<file path="config.mk">
export PLATFORM = sky130hd
export DESIGN_NAME = phase_order_detector
export DESIGN_NICKNAME = d
export VERILOG_FILES = /design/src/rtl/pod_pkg.sv /design/src/rtl/pod_sync.sv /design/src/rtl/pod_track.sv /design/src/rtl/pod_pair_cell.sv /design/src/rtl/phase_order_detector.sv
export SDC_FILE = /design/constraint.sdc
export NUM_CORES = 1
export LEC_CHECK = 0
export BUFFER_PORTS_ARGS = -buffer_cell sky130_fd_sc_hd__buf_2
export CAP_MARGIN = 15
export CORE_MARGIN = 1
export CORE_UTILIZATION = 52
export DETAILED_ROUTE_END_ITERATION = 12
export PLACE_DENSITY = 0.76
export SLEW_MARGIN = 20
export SYNTH_ARGS = -nofsm -noshare
export SYNTH_HDL_FRONTEND = slang
export SYNTH_SLANG_ARGS = --single-unit
export TNS_END_PERCENT = 10
</file>
<file path="constraint.sdc">
create_clock -name clk -period 1.9 [get_ports clk]
set_input_delay 0.38 -clock clk [delete_from_list [all_inputs] [get_ports clk]]
set_output_delay 0.38 -clock clk [all_outputs]
set_load 0.005 [all_outputs]
</file>
<file path="src/rtl/pod_pkg.sv">
package pod_pkg;
  // Flat position of pair (k,j), k<j, in the order matrix.
  function automatic int pair_idx(input int k, input int j, input int n);
    return k * n - (k * (k + 1)) / 2 + (j - k - 1);
  endfunction
endpackage

</file>
<file path="src/rtl/pod_sync.sv">
module pod_sync #(
  parameter int W = 4
) (
  input  logic         clk,
  input  logic         rst_n,
  input  logic [W-1:0] d_async,
  output logic [W-1:0] d_sync
);
  logic [W-1:0] meta_q;
  logic [W-1:0] sync_q;

  always_ff @(posedge clk or negedge rst_n) begin
    if (!rst_n) begin
      meta_q <= '0;
      sync_q <= '0;
    end else begin
      meta_q <= d_async;
      sync_q <= meta_q;
    end
  end

  assign d_sync = sync_q;
endmodule

</file>
<file path="src/rtl/pod_track.sv">
module pod_track #(
  parameter int N     = 4,
  parameter int TMO_W = 16
) (
  input  logic             clk,
  input  logic             rst_n,
  input  logic [N-1:0]     lvl,
  input  logic [TMO_W-1:0] tmo_limit,
  output logic [N-1:0]     sw,
  output logic [N-1:0]     seen,
  output logic             sym_valid,
  output logic             tmo_err
);
  logic [N-1:0]     ref_q, ref_d;
  logic [N-1:0]     seen_q, seen_d;
  logic [TMO_W-1:0] cnt_q, cnt_d;
  logic             valid_q, valid_d;
  logic             tmo_q, tmo_d;
  logic [N-1:0]     seen_all;
  logic             done, active, hit;

  always_comb begin
    sw       = (lvl ^ ref_q) & ~seen_q;
    seen_all = seen_q | sw;
    done     = &seen_all;
    active   = |seen_q;
    hit      = active & ~done & (cnt_q >= tmo_limit);
    valid_d  = done;
    tmo_d    = hit;
    if (done || hit) begin
      seen_d = '0;
      ref_d  = lvl;
      cnt_d  = '0;
    end else begin
      seen_d = seen_all;
      ref_d  = ref_q;
      cnt_d  = active ? cnt_q + TMO_W'(1) : '0;
    end
  end

  always_ff @(posedge clk or negedge rst_n) begin
    if (!rst_n) begin
      ref_q   <= '0;
      seen_q  <= '0;
      cnt_q   <= '0;
      valid_q <= 1'b0;
      tmo_q   <= 1'b0;
    end else begin
      ref_q   <= ref_d;
      seen_q  <= seen_d;
      cnt_q   <= cnt_d;
      valid_q <= valid_d;
      tmo_q   <= tmo_d;
    end
  end

  assign seen      = seen_q;
  assign sym_valid = valid_q;
  assign tmo_err   = tmo_q;

  AST_NO_VALID_WITH_TMO: assert property (@(posedge clk) disable iff (!rst_n)
    !(valid_q && tmo_q));
  AST_VALID_CLEARS_SEEN: assert property (@(posedge clk) disable iff (!rst_n)
    valid_q |-> (seen_q == '0));
  AST_TMO_CLEARS_SEEN: assert property (@(posedge clk) disable iff (!rst_n)
    tmo_q |-> (seen_q == '0));
  AST_TMO_NEEDS_PARTIAL: assert property (@(posedge clk) disable iff (!rst_n)
    tmo_q |-> $past(seen_q != '0));
endmodule

</file>
<file path="src/rtl/pod_pair_cell.sv">
module pod_pair_cell (
  input  logic clk,
  input  logic rst_n,
  input  logic sw_lo,
  input  logic sw_hi,
  input  logic seen_lo,
  input  logic seen_hi,
  output logic bit_q
);
  logic wr_en;
  logic bit_d;

  always_comb begin
    wr_en = ~seen_lo & ~seen_hi & (sw_lo | sw_hi);
    bit_d = sw_lo;
  end

  always_ff @(posedge clk or negedge rst_n) begin
    if (!rst_n)     bit_q <= 1'b0;
    else if (wr_en) bit_q <= bit_d;
  end

  AST_PAIR_WRITE_ONCE: assert property (@(posedge clk) disable iff (!rst_n)
    (seen_lo || seen_hi) |=> $stable(bit_q));
  AST_TIE_TO_LOW: assert property (@(posedge clk) disable iff (!rst_n)
    (!seen_lo && !seen_hi && sw_lo && sw_hi) |=> bit_q);
endmodule

</file>
<file path="src/rtl/phase_order_detector.sv">
module phase_order_detector
  import pod_pkg::*;
#(
  parameter int N     = 4,
  parameter int TMO_W = 16,
  localparam int NP   = N * (N - 1) / 2
) (
  input  logic             clk,
  input  logic             rst_n,
  input  logic [N-1:0]     phase_in,
  input  logic [TMO_W-1:0] tmo_limit,
  output logic             sym_valid,
  output logic [NP-1:0]    order_mat,
  output logic             tmo_err
);
  logic [N-1:0] lvl;
  logic [N-1:0] sw;
  logic [N-1:0] seen;

  pod_sync #(.W(N)) u_sync (
    .clk(clk), .rst_n(rst_n), .d_async(phase_in), .d_sync(lvl)
  );

  pod_track #(.N(N), .TMO_W(TMO_W)) u_track (
    .clk(clk), .rst_n(rst_n), .lvl(lvl), .tmo_limit(tmo_limit),
    .sw(sw), .seen(seen), .sym_valid(sym_valid), .tmo_err(tmo_err)
  );

  for (genvar k = 0; k < N; k++) begin : g_row
    for (genvar j = k + 1; j < N; j++) begin : g_col
      localparam int IDX = pair_idx(k, j, N);
      pod_pair_cell u_cell (
        .clk(clk), .rst_n(rst_n),
        .sw_lo(sw[k]), .sw_hi(sw[j]),
        .seen_lo(seen[k]), .seen_hi(seen[j]),
        .bit_q(order_mat[IDX])
      );
    end
  end

  AST_RESET_QUIET: assert property (@(posedge clk) disable iff (!rst_n)
    $rose(rst_n) |-> (!sym_valid && !tmo_err));
endmodule

</file>
==> impl_metrics.py, run 1 <==
metrics = {
    "synthesis": {
        "seq_area_frac_synth_pct": 44.4,
        "netlist_instances": 228,
        "ys.warnings.count": 0,
        "ys_seq_elements": 40,
        "synth.distinct_cells": 36,
        "syn_avg_cell_area_um2": 9.88,
        "netlist_area_um2": 2250,
        "synth_nets": 267,
    },
    "hold_path": {
        "worstHoldPathType": "input port to asynchronous set/reset pin",
    },
    "floorplanning": {
        "initial_core_util_pct": 55.1,
        "die_area_um2": 4600,
        "io_pins": 30,
        "chipWidth_um": 67.8,
        "fp-row-count": 23,
        "die_h_um": 67.8,
        "core_area_um2": 4090,
    },
    "final_layout": {
        "drive_above_1_share_pct": 35.4,
        "area_delta_synth_final_pct": 29.4,
        "mostFrequentLayoutCells": "dfrtp_1, buf_2, buf_4",
        "nets": 323,
        "layout_commonest_cell": "dfrtp_1",
        "layoutNonFillerInstCount": 335,
        "diodes": 0,
    },
    "place": {
        "dp.cells": 325,
        "portBuffers": 29,
        "gp_congestion": 0.812,
        "dp_hpwl_um": 3230,
        "pre_cts_slack_ns": -0.280,
    },
    "timing": {
        "finalSetupViolCount": 24,
        "grt_setup_unrepaired": "yes",
        "max_slew_margin_pct": 52.5,
        "worst_slew_pin_slew_ns": 0.712,
        "max_freq_mhz": 490,
        "finalHoldViolCount": 0,
        "fin_crit_sh_pct": 108,
        "maxSlewViolCount": 0,
        "fin_crit_ns": 2.04,
        "clock_skew_ns": 0.00591,
        "fin_ws_ns": -0.143,
    },
    "power": {
        "peakVddDrop_mv": 0.664,
        "p_clk_share_pct": 16.3,
        "p_leak_nw": 1.41,
        "power_switching_mw": 1.42,
        "power_frac_comb_pct": 50.3,
        "seqPwrFrac_pct": 33.4,
        "power.density_nw_per_um2": 1260,
        "intPower_mw": 2.25,
        "total_power_mw": 3.68,
        "p_sw_share_pct": 38.7,
    },
    "clock_tree": {
        "cts_max_path_buffers": 2,
        "tritoncts": "built",
        "clkTransAtPathRegs_ns": 0.08,
        "insertion_delay_ns": 0.30,
        "cts_sinks": 40,
        "root_buffer": "clkbuf_8",
        "holdBufCountCts": 0,
        "h-tree-depth": 2,
        "cts_inserted_buffers": 5,
    },
    "grt": {
        "grt_pass1_wl_um": 7410,
        "antenna_found_initial": 0,
        "grt_pass1_vias": 1681,
        "grt_max_degree": 33,
        "grt_util_all_layers_pct": 22.3,
        "grt_overflow": 0,
    },
    "routing": {
        "wl_per_cell_um": 14.3,
        "drtIter0Drc": 71,
        "antenna_left": 0,
        "dr.pass1.iters": 4,
        "vias": 1788,
        "wl_um": 4800,
        "viasPerCell": 5.34,
        "drcViolationCount": 0,
    },
    "run": {
        "cap_violations": 0,
    },
    "critical_path": {
        "critPathKind": "flip-flop to flip-flop",
        "r2r_setup_slack_ns": -0.14,
        "cp_data_arrival_time_ns": 2.28,
        "crit_fanout": 8,
        "worst_r2r_endpoint": "u_track.cnt_q[9]",
        "regToRegStartpoint": "u_track.cnt_q[0]",
        "reg2regPathDepth": 9,
        "endpoint_kind": "flip-flop",
        "cp.required_ns": 2.13,
        "crit_path_start_kind": "flip-flop",
    },
    "status": {
        "failed_checks": "setup timing",
        "status": "complete, but fails checks",
    },
}
==> layer usage <==
metal / part of all wire [%] / GRT usage, % / up-vias
met5: 0 / 0 / -
met4: 1.6 / 9.38 / 0
met3: 3.6 / 4.50 / 5
met2: 50 / 37.7 / 42
met1: 45 / 27.4 / 845
li1: - / - / 896
==> critical path: stages (launching register included) <==
cell	delay, ns
dfrtp_1	0.39
inv_2	0.07
ha_4	0.19
nand2b_4	0.13
a2111o_1	0.45
a31oi_4	0.17
buf_6	0.12
nand4_4	0.13
clkbuf_16	0.22
nor2_2	0.10
==> cells in the mapped netlist <==
master / instances / share of area (%)
nand3_1: 13 / 2.9
nor4_1: 1 / 0.28
a21o_1: 2 / 0.67
and2_1: 1 / 0.28
nor2_1: 22 / 3.7
a21oi_1: 12 / 2.7
a2111o_1: 1 / 0.50
a311o_1: 4 / 1.8
a22oi_4: 1 / 0.94
a22oi_1: 1 / 0.33
nand2b_1: 4 / 1.1
xnor2_1: 11 / 4.3
buf_6: 1 / 0.50
o31ai_1: 6 / 2.0
nor4_4: 1 / 0.94
dfrtp_1: 40 / 44
a211oi_1: 2 / 0.67
nor3_1: 6 / 1.3
a31oi_2: 1 / 0.56
inv_1: 25 / 4.2
a31oi_4: 1 / 0.94
a221o_1: 1 / 0.44
o21ai_0: 8 / 1.8
xor2_1: 7 / 2.7
buf_2: 2 / 0.44
or3_1: 1 / 0.28
clkbuf_1: 4 / 0.67
o22a_1: 1 / 0.39
ha_1: 17 / 9.4
buf_4: 6 / 2.0
nand2_1: 9 / 1.5
a21boi_0: 4 / 1.3
nand4_4: 1 / 0.94
nand4_1: 7 / 1.9
and3_1: 3 / 0.83
nor3b_1: 1 / 0.33
==> power by group through the flow <==
stage	logic (mW)	registers [mW]	clock network (mW)
floorplan	1.02	1.22	0
global route	2.04	1.26	0.647
CTS	1.52	1.23	0.607
detailed placement	1.38	1.24	0
finish	1.85	1.23	0.599
global placement	1.35	1.23	0
==> timing repair <==
action                                  CTS  global route
gates cloned                              0             1
hold endpoints to repair                  0             0
endpoints found under the setup margin   25            25
setup buffers                             1             0
pin swaps                                 3             9
resized for setup                         7            26
==> sequential cells by signal, indices dropped and copies added (netlist names) <==
name,count
u_track.seen,4
u_track.cnt_q,16
u_track.ref_q,4
u_sync.d_sync,4
u_track.tmo_err,1
u_track.sym_valid,1
u_sync.meta_q,4
g_row.g_col.u_cell.bit_q,6
==> how the worst max path moves through the flow <==
| stage | depth (start not counted) | end | slack [ns] | start |
|---|---|---|---|---|
| floorplan | 8 | u_track.cnt_q[0] | -0.10 | u_track.cnt_q[0] |
| global placement | 8 | u_track.cnt_q[13] | -0.21 | tmo_limit[6] |
| detailed placement | 8 | u_track.cnt_q[2] | -0.28 | tmo_limit[6] |
| CTS | 9 | u_track.cnt_q[2] | -0.10 | u_track.cnt_q[0] |
| global route | 9 | u_track.cnt_q[9] | -0.19 | u_track.cnt_q[0] |
| finish | 9 | u_track.cnt_q[9] | -0.14 | u_track.cnt_q[0] |
==> layout make-up <==
cell class              instances  area, um2
flip-flops and latches         40       1000
inverters                      25       93.8
clock buffers                   6       82.6
well taps                      50       62.6
fillers                       286       1170
multi-input cells             150       1220
repair buffers                 62        443
clock inverters                 2       15.0
==> through the flow <==
stage / setup TNS [ns] / area (um2) / hold WS (ns) / util, %
after detailed placement: -5.98 / 2620 / 0.335 / 64.2
final: -1.99 / 2920 / 0.126 / 71.3
after global placement: -4.59 / 2620 / 0.333 / 64.2
after global routing: -3.47 / 2920 / 0.173 / 71.3
after CTS: -1.75 / 2790 / 0.154 / 68.2
after floorplan: -1.21 / 2250 / 0.0844 / -
==> kinds of logic after synthesis <==
logic type | share of synthesized area, %
flops | 44.4
simple gates | 16.3
xor+xnor | 7.00
fa+ha+maj | 9.44
buf+inv | 7.78
compound gates | 15.0
(Power assumes the default switching activity.)
==> inputs of run 2 (changes only) <==
--- a/config.mk
+++ b/config.mk
@@ -10,5 +10,5 @@
 export CORE_MARGIN = 1
-export CORE_UTILIZATION = 52
+export CORE_UTILIZATION = 55
 export DETAILED_ROUTE_END_ITERATION = 12
-export PLACE_DENSITY = 0.76
+export PLACE_DENSITY = 0.77
 export SLEW_MARGIN = 20
==> constraint.sdc (replaced) <==
create_clock -name clk -period 2.6 [get_ports clk]
set_input_delay 0.13 -clock clk [delete_from_list [all_inputs] [get_ports clk]]
set_output_delay 0.13 -clock clk [all_outputs]
set_load 0.005 [all_outputs]
==> impl_metrics.py, run 2 (synthesis gave the netlist of run 1 again) <==
metrics = {
    "place": {
        "portBuffers": 29,
        "dp_hpwl_um": 2800,
        "gp_congestion": 0.794,
        "dp.cells": 292,
        "pre_cts_slack_ns": 0.357,
    },
    "final_layout": {
        "top_register": "u_track.cnt_q",
        "area_delta_synth_final_pct": 12.5,
        "layout_commonest_cell": "dfrtp_1",
        "mostFrequentLayoutCells": "dfrtp_1, buf_2, inv_1",
        "nets": 295,
        "diodes": 0,
        "largestRegisters": "u_track.cnt_q (16), g_row.g_col.u_cell.bit_q (6)",
        "layoutNonFillerInstCount": 305,
        "fillers": 298,
        "drive_above_1_share_pct": 16.0,
        "largest_reg_flops": 16,
    },
    "clock_tree": {
        "tritoncts": "built",
        "cts_inserted_buffers": 5,
        "clkTransAtPathRegs_ns": 0.07,
        "insertion_delay_ns": 0.30,
        "root_buffer": "clkbuf_8",
        "cts_resized": 0,
        "cts_sinks": 40,
        "cts_max_path_buffers": 2,
        "h-tree-depth": 2,
    },
    "timing": {
        "fin_crit_sh_pct": 86.8,
        "fin_ws_ns": 0.342,
        "setup_tns_ns": 0,
        "worst_slew_pin_slew_ns": 0.867,
        "grt_setup_unrepaired": "no",
        "clock_skew_ns": 0.00336,
        "finalSetupViolCount": 0,
        "maxSlewViolCount": 0,
        "max_freq_mhz": 443,
        "max_slew_margin_pct": 42.2,
        "finalHoldViolCount": 0,
        "fin_crit_ns": 2.26,
    },
    "routing": {
        "viasPerCell": 5.24,
        "vias": 1599,
        "antenna_left": 0,
        "dr.pass1.iters": 4,
        "wl_um": 3910,
        "wl_per_cell_um": 12.8,
        "drtIter0Drc": 61,
        "drcViolationCount": 0,
    },
    "grt": {
        "grt_util_all_layers_pct": 21.6,
        "met2_usage_pct": 33.9,
        "top_usage_layer": "met2",
        "gr-usage-met3_pct": 6.21,
        "grt_max_degree": 41,
        "grt_pass1_vias": 1582,
        "antenna_found_initial": 0,
        "grt_pass1_wl_um": 6960,
        "gr-usage-met1_pct": 28.0,
        "grt_overflow": 0,
    },
    "floorplanning": {
        "initial_core_util_pct": 59.3,
        "fp-row-count": 22,
        "core_area_um2": 3800,
        "chipWidth_um": 66.0,
        "die_h_um": 66.0,
        "io_pins": 30,
        "die_area_um2": 4350,
    },
    "critical_path": {
        "endpoint_kind": "flip-flop",
        "cp_data_arrival_time_ns": 2.48,
        "crit_fanout": 16,
        "r2r_setup_slack_ns": 0.34,
        "slowest_stage": "a2111o_1",
        "cp.required_ns": 2.82,
        "critPathMaxStageDelay_ns": 0.45,
        "crit_path_start_kind": "flip-flop",
        "critPathKind": "flip-flop to flip-flop",
        "worstPathCellList": "inv_1 -> ha_1 -> nand2b_1 -> a2111o_1 -> a31oi_4 -> nand4_4 -> nor2_1",
    },
    "power": {
        "p_leak_nw": 1.26,
        "total_power_mw": 2.23,
        "peakVddDrop_mv": 0.458,
        "power.density_nw_per_um2": 882,
    },
    "hold_path": {
        "worstHoldPathType": "flip-flop to flip-flop",
    },
    "status": {
        "status": "completed",
    },
    "run": {
        "cap_violations": 0,
    },
}
==> run 2: cell count changes in the layout (fill, tap and decap cells not counted), sizes merged <==
| cell | previous run | this run |
|---|---|---|
| dlygate4sd3 | 0 | 5 |
| clkinvlp | 2 | 0 |
| buf | 61 | 29 |
| clkinv | 0 | 1 |
| clkbuf | 7 | 6 |
| bufinv | 0 | 1 |
==> run 2: stage by stage <==
step / util, % / area (um2) / hold WS [ns]
CTS: 66.7 / 2530 / 0.353
floorplan: - / 2250 / -0.166
global placement: 62.5 / 2380 / 0.238
finish: 66.7 / 2530 / 0.349
detailed placement: 62.5 / 2380 / 0.239
global route: 66.7 / 2530 / 0.362
==> run 2: layer usage <==
layer  share of wire [%]  up-vias
met4                 1.8        0
li1                    -      842
met3                 4.2        7
met5                   0        -
met2                  44       35
met1                  50      715
==> run 2: path summary, 6_finish.rpt <==
kind / from / endpoint / cells past startpoint
max: u_track.cnt_q[0] / u_track.cnt_q[2] / 7
min: u_sync.meta_q[3] / u_sync.d_sync[3] / 0
max reg2reg: u_track.cnt_q[0] / u_track.cnt_q[2] / 7
min reg2reg: u_sync.meta_q[3] / u_sync.d_sync[3] / 0
max in group asynchronous: rst_n / u_sync.meta_q[0] / 2
min in group asynchronous: rst_n / u_track.cnt_q[12] / 2
==> run 2: critical path, delay by kind of cell, from the launching register on <==
| kind | cells | cell delay [ns] |
|---|---|---|
| fa+ha+maj | 1 | 0.26 |
| flops | 1 | 0.42 |
| buf+inv | 1 | 0.06 |
| simple gates | 3 | 0.64 |
| compound gates | 2 | 0.81 |
==> run 2: final cells by class <==
class | instances | area (um2) | area share (%)
well taps | 48 | 60.1 | 2.37
flip-flops and latches | 40 | 1000 | 39.5
inverters | 25 | 93.8 | 3.70
clock inverters | 2 | 35.0 | 1.38
clock buffers | 6 | 72.6 | 2.86
repair buffers | 34 | 195 | 7.70
multi-input cells | 150 | 1080 | 42.5
==> run 2: timing repair <==
item,CTS,global route
buffers inserted,0,0
endpoints found under the hold margin,44,0
hold buffers,5,0
==> run 2: power by group <==
part	switching [mW]	leakage [nW]	internal, mW	total (mW)
clock network	0.215	0.0552	0.285	0.500
registers	0.156	0.504	0.779	0.935
logic	0.463	0.703	0.337	0.800
total	0.834	1.26	1.40	2.23
